==> src/rtl/fsf_pkg.sv <==
package fsf_pkg;
    typedef enum logic [2:0] {
        PS_POLL  = 3'd0,
        PS_WAIT  = 3'd1,
        PS_COUNT = 3'd2,
        PS_FULL  = 3'd3,
        PS_RUN   = 3'd4
    } pwr_state_t;
endpackage

==> src/rtl/fsf_timer.sv <==
module fsf_timer #(
    parameter int TIMEOUT_TICKS = 4600
) (
    input  logic clk,
    input  logic rst_n,
    input  logic clr,
    input  logic tick,
    output logic expired
);
    localparam int CW = $clog2(TIMEOUT_TICKS + 1);
    localparam logic [CW-1:0] LIM = CW'(TIMEOUT_TICKS);

    logic [CW-1:0] cnt;

    always_ff @(posedge clk) begin
        if (!rst_n || clr) begin
            cnt <= '0;
        end else if (tick && cnt != LIM) begin
            cnt <= cnt + 1'b1;
        end
    end

    assign expired = (cnt == LIM);


    tick_gate_chk: assert property (@(posedge clk) disable iff (!rst_n)
        (!tick && !clr) |=> $stable(cnt));


    cnt_bound_chk: assert property (@(posedge clk) disable iff (!rst_n)
        cnt <= LIM);
endmodule

==> src/rtl/fsf_seq.sv <==
module fsf_seq
    import fsf_pkg::*;
(
    input  logic clk,
    input  logic rst_n,
    input  logic rail_up,
    input  logic bus_hit,
    input  logic expired,
    output logic counting,
    output logic load_dflt,
    output logic fan_full,
    output logic fan_stop,
    output logic run_normal
);
    pwr_state_t st, nxt;

    always_comb begin
        nxt = st;
        unique case (st)
            PS_POLL: begin
                if (bus_hit)      nxt = PS_RUN;
                else if (rail_up) nxt = PS_COUNT;
                else              nxt = PS_WAIT;
            end
            PS_WAIT: begin
                if (bus_hit)      nxt = PS_RUN;
                else if (rail_up) nxt = PS_COUNT;
            end
            PS_COUNT: begin
                if (bus_hit)      nxt = PS_RUN;
                else if (expired) nxt = PS_FULL;
            end
            PS_FULL: begin
                if (bus_hit)      nxt = PS_RUN;
            end
            PS_RUN:  nxt = PS_RUN;
            default: nxt = PS_POLL;
        endcase
    end

    always_ff @(posedge clk) begin
        if (!rst_n) st <= PS_POLL;
        else        st <= nxt;
    end

    always_ff @(posedge clk) begin
        if (!rst_n) begin
            load_dflt  <= 1'b0;
            fan_full   <= 1'b0;
            fan_stop   <= 1'b0;
            run_normal <= 1'b0;
        end else begin
            load_dflt  <= (nxt == PS_RUN) && (st != PS_RUN);
            fan_full   <= (nxt == PS_FULL);
            fan_stop   <= (nxt == PS_RUN) && (st == PS_FULL);
            run_normal <= (nxt == PS_RUN);
        end
    end

    assign counting = (st == PS_COUNT);


    load_once_chk: assert property (@(posedge clk) disable iff (!rst_n)
        load_dflt |=> !load_dflt);


    run_sticky_chk: assert property (@(posedge clk) disable iff (!rst_n)
        run_normal |=> (run_normal && !load_dflt && !fan_full));


    stop_pairs_chk: assert property (@(posedge clk) disable iff (!rst_n)
        fan_stop |-> (load_dflt && run_normal && !fan_full));


    full_excl_chk: assert property (@(posedge clk) disable iff (!rst_n)
        !(fan_full && run_normal));
endmodule

==> src/rtl/fsf_ctrl.sv <==
module fsf_ctrl #(
    parameter int TIMEOUT_TICKS = 4600
) (
    input  logic clk,
    input  logic rst_n,
    input  logic rail_up,
    input  logic bus_hit,
    input  logic tick,
    output logic load_dflt,
    output logic fan_full,
    output logic fan_stop,
    output logic run_normal
);
    logic counting;
    logic expired;

    fsf_timer #(.TIMEOUT_TICKS(TIMEOUT_TICKS)) u_timer (
        .clk     (clk),
        .rst_n   (rst_n),
        .clr     (!counting),
        .tick    (tick),
        .expired (expired)
    );

    fsf_seq u_seq (
        .clk        (clk),
        .rst_n      (rst_n),
        .rail_up    (rail_up),
        .bus_hit    (bus_hit),
        .expired    (expired),
        .counting   (counting),
        .load_dflt  (load_dflt),
        .fan_full   (fan_full),
        .fan_stop   (fan_stop),
        .run_normal (run_normal)
    );
endmodule

==> config.mk <==
export PLATFORM = sky130hd
export DESIGN_NAME = fsf_ctrl
export DESIGN_NICKNAME = d
export VERILOG_FILES = /design/src/rtl/fsf_pkg.sv /design/src/rtl/fsf_timer.sv /design/src/rtl/fsf_seq.sv /design/src/rtl/fsf_ctrl.sv
export SDC_FILE = /design/constraint.sdc
export NUM_CORES = 1
export LEC_CHECK = 0
export BUFFER_PORTS_ARGS = -buffer_cell sky130_fd_sc_hd__buf_2
export CAP_MARGIN = 20
export CELL_PAD_IN_SITES_DETAIL_PLACEMENT = 0
export CELL_PAD_IN_SITES_GLOBAL_PLACEMENT = 2
export CORE_ASPECT_RATIO = 1.1
export CORE_UTILIZATION = 35
export CTS_BUF_LIST = sky130_fd_sc_hd__clkbuf_16
export DETAILED_ROUTE_END_ITERATION = 10
export PLACE_DENSITY_LB_ADDON = 0.25
export RECOVER_POWER = 100
export SLEW_MARGIN = 20
export SYNTH_ARGS = -nofsm -noshare
export SYNTH_HDL_FRONTEND = slang
export SYNTH_HIERARCHICAL = 1
export SYNTH_SLANG_ARGS = --single-unit
==> constraint.sdc <==
create_clock -name clk -period 3.45 [get_ports clk]
set_input_delay 0.345 -clock clk [delete_from_list [all_inputs] [get_ports clk]]
set_output_delay 0.345 -clock clk [all_outputs]
set_load 0.03 [all_outputs]
==> flow_summary_export.csv <==
group,metric,value,unit
run_status,status,"complete, no violations",
placed_design,placed_area,0.001018,mm^2
synth,yosysTopAreaCellShare,0.4156,
layout,final_common_cell,"dfxtp_1",
timing,setup_viol,0,
layout,post-route-util,0.4245,
synth,async_reset_ff_frac,0,
synth,synth_edf_count,0,
cts,cts_tree,"done",
cts,cts_inserted_buffers,3,
route,wl_met3,51,um
placed_design,io_buffers,8,
cts,clock_sinks,20,
placed_design,dp.cells,140,
route,drcViolationCount,0,
route,viasPerCell,5.521,
power,power.switching,0.1030,mW
synth,synth_top_family_by_area,"simple AND/OR/NAND/NOR gates",
timing,rsz0062_at_grt,"no",
route,wl,1.957,mm
power,finalPower,0.5016,mW
floorplanning,die_w,52.03,um
floorplanning,die-area,0.002967,mm^2
floorplanning,core_area,0.002544,mm^2
worst_hold_path,hold_path.class,"input port to flop",
timing,relSlewSlack,0.4689,
global_route,antenna_found_initial,0,
worst_setup_path,rrSetupSlack,1.32,ns
cts,cts.hold.buffers_added,0,
synth,yosysSeqAreaShare,0.4156,
route,drt.antenna.violating_nets,0,
synth,yosys-top-cells-area,"dfxtp_1 (42%), or4_1 (3.9%), nand4_1 (3.2%)",
synth,postSynthCellCount,105,
synth,synth_compound_area_frac,0.1494,
timing,skew,0.003502,ns
timing,min_period,2.127,ns
worst_setup_path,start_kind,"flop",
floorplanning,die_h,57.03,um
timing,period_share,0.6166,
synth,synth_seq_cells,20,
placed_design,pre_cts_slack,1.601,ns
worst_setup_path,path_max_fanout,4,
floorplanning,io_pins,9,
power,internal_power,0.3985,mW
synth,yosys_warnings,6,
layout,layout.nets,121,
route,wirelength_met1,896,um
synth,synth_top_area_cell,"dfxtp_1",
cts,clkSlewWorstSetupHoldPaths,0.06,ns
route,first_pass_iters,4,
synth,syn_area,963.4,um^2
synth,post_synth_and_or_nand_nor_area_fraction,0.3312,
synth,syn_area_per_cell,9.175,um^2
timing,slew_viol_final,0,
synth,synth_adder_area_share,0.02597,
global_route,grt_max_degree,13,
power,clockPowerShare,0.481,
route,vias,795,
timing,hold_viol,0,
synth,synth_xor_area_frac,0.009091,
route,top_layer_used,"met4",
cts,root_buffer,"clkbuf_16",
worst_setup_path,crit_path_end_kind,"flop",
floorplanning,core.rowCount,19,
global_route,grtUsageTotal,0.1651,
layout,antenna_cells,0,
layout,final_cell_count_no_fill,144,
placed_design,routabilityCongestion,0.7674,
global_route,grt_pass1_vias,770,
power,p_seq_frac,0.475,
worst_setup_path,worstPathArrival,2.32,ns
synth,synth_cell_types,38,
power,vdd_drop_max,0.0002554,V
timing,timing.final.ws_setup,1.323,ns
timing,fin_hold_ws,0.3721,ns
global_route,grt_overflow,0,
route,wl_per_cell,13.59,um
power,p_leak,0.3316,nW
placed_design,dp_hpwl,1.407,mm
cts,post_cts_resized,0,
power,pwr-share-comb,0.044,
route,wl_met2,952,um
cts,clockBufferDepth,2,
route,drt_iter0_markers,15,
layout,fillers,260,
job,maxCapViolCount,0,
power,power_density,464.5,mW/mm^2
cts,htree_levels,1,
floorplanning,initial_core_util,0.3788,
layout,stdcell_area,0.001080,mm^2
synth,muxShareOfSynthArea,0.02078,
synth,synthFlopType,"dfxtp_1",
worst_setup_path,worstPathRequired,3.65,ns
timing,fmax,0.4701,GHz
layout,final_cell_mix,"dfxtp_1 (20), nand2_1 (7), inv_1 (6)",
cts,post_cts_buffers,0,
worst_setup_path,crit_type,"flop to flop",
timing,setup_tns,0,ns
synth,synth_nets,112,
timing,worstMarginPinSlew,0.7951,ns
power,switching_share,0.2054,
layout,syn2layout_area_growth,12.08,%
cts,clk_latency,0.26,ns
layout,layout-drive-gt1-share,0.07080,
global_route,grt_pass1_wl,3.532,mm
## cell usage after synthesis (3+ instances only)
library cell / count
nand2_1: 7
nand4_1: 5
or3_1: 4
inv_1: 6
or4_1: 5
nand2b_1: 4
o21a_1: 4
dfxtp_1: 20
a21oi_1: 5
o31ai_1: 3
o21ai_1: 3
nand3_1: 4
nor2b_1: 3
## power by group through the flow
stage / Sequential (mW) / Clock [mW] / Combinational (mW)
2_1_floorplan: 0.246 / 0 / 0.0139
3_3_place_gp: 0.243 / 0 / 0.0240
3_5_place_dp: 0.243 / 0 / 0.0241
4_1_cts: 0.238 / 0.249 / 0.0242
5_1_grt: 0.239 / 0.258 / 0.0251
6_report: 0.238 / 0.241 / 0.0222
## worst paths after layout
check / startpoint / end / depth (start not counted)
max: u_timer/cnt[0]$_SDFFE_PP0P_ / u_seq/st[0]$_SDFF_PN0_ / 6
min: rail_up / u_seq/st[0]$_SDFF_PN0_ / 3
max reg2reg: u_timer/cnt[0]$_SDFFE_PP0P_ / u_seq/st[0]$_SDFF_PN0_ / 6
min reg2reg: u_timer/cnt[7]$_SDFFE_PP0P_ / u_timer/cnt[7]$_SDFFE_PP0P_ / 2
## layout make-up
| cell class | count | area [um^2] | share of cell area |
|---|---|---|---|
| Clock buffer | 3 | 75.07 | 0.06952 |
| Clock inverter | 1 | 3.754 | 0.003476 |
| Inverter | 6 | 22.52 | 0.02086 |
| Multi-Input combinational cell | 75 | 504.2 | 0.4670 |
| Sequential cell | 20 | 400.4 | 0.3708 |
| Tap cell | 31 | 38.79 | 0.03592 |
| Timing Repair Buffer | 8 | 35.03 | 0.03244 |
## worst max-delay path, cell delays in order (launching register included)
cell	delay (ns)
dfxtp_1	0.35
inv_1	0.12
ha_1	0.16
or4b_1	0.51
nor4_1	0.54
o21ai_0	0.24
a21oi_2	0.15
## cells by family after synthesis
group / count (synthesis)
AOI/OAI and AO/OA: 21
xor gates and xnor gates: 1
adders and majority gates: 2
buffers and inverters: 10
DFF: 20
muxes: 2
and+or+nand+nor: 49
## registers in the layout, summed over array words and instances, names as in the netlist
| signal | flops |
|---|---|
| u_seq/load_dflt | 1 |
| u_seq/st | 3 |
| u_timer/cnt | 13 |
| u_seq/fan_stop | 1 |
| u_seq/fan_full | 1 |
| u_seq/run_normal | 1 |
## routing by layer
| layer | global-route usage | up-vias |
|---|---|---|
| met5 | 0 | - |
| li1 | - | 412 |
| met4 | 0.1042 | 0 |
| met2 | 0.2619 | 11 |
| met1 | 0.1960 | 367 |
| met3 | 0.04000 | 5 |
No activity file was read; power rests on OpenSTA's default activity.
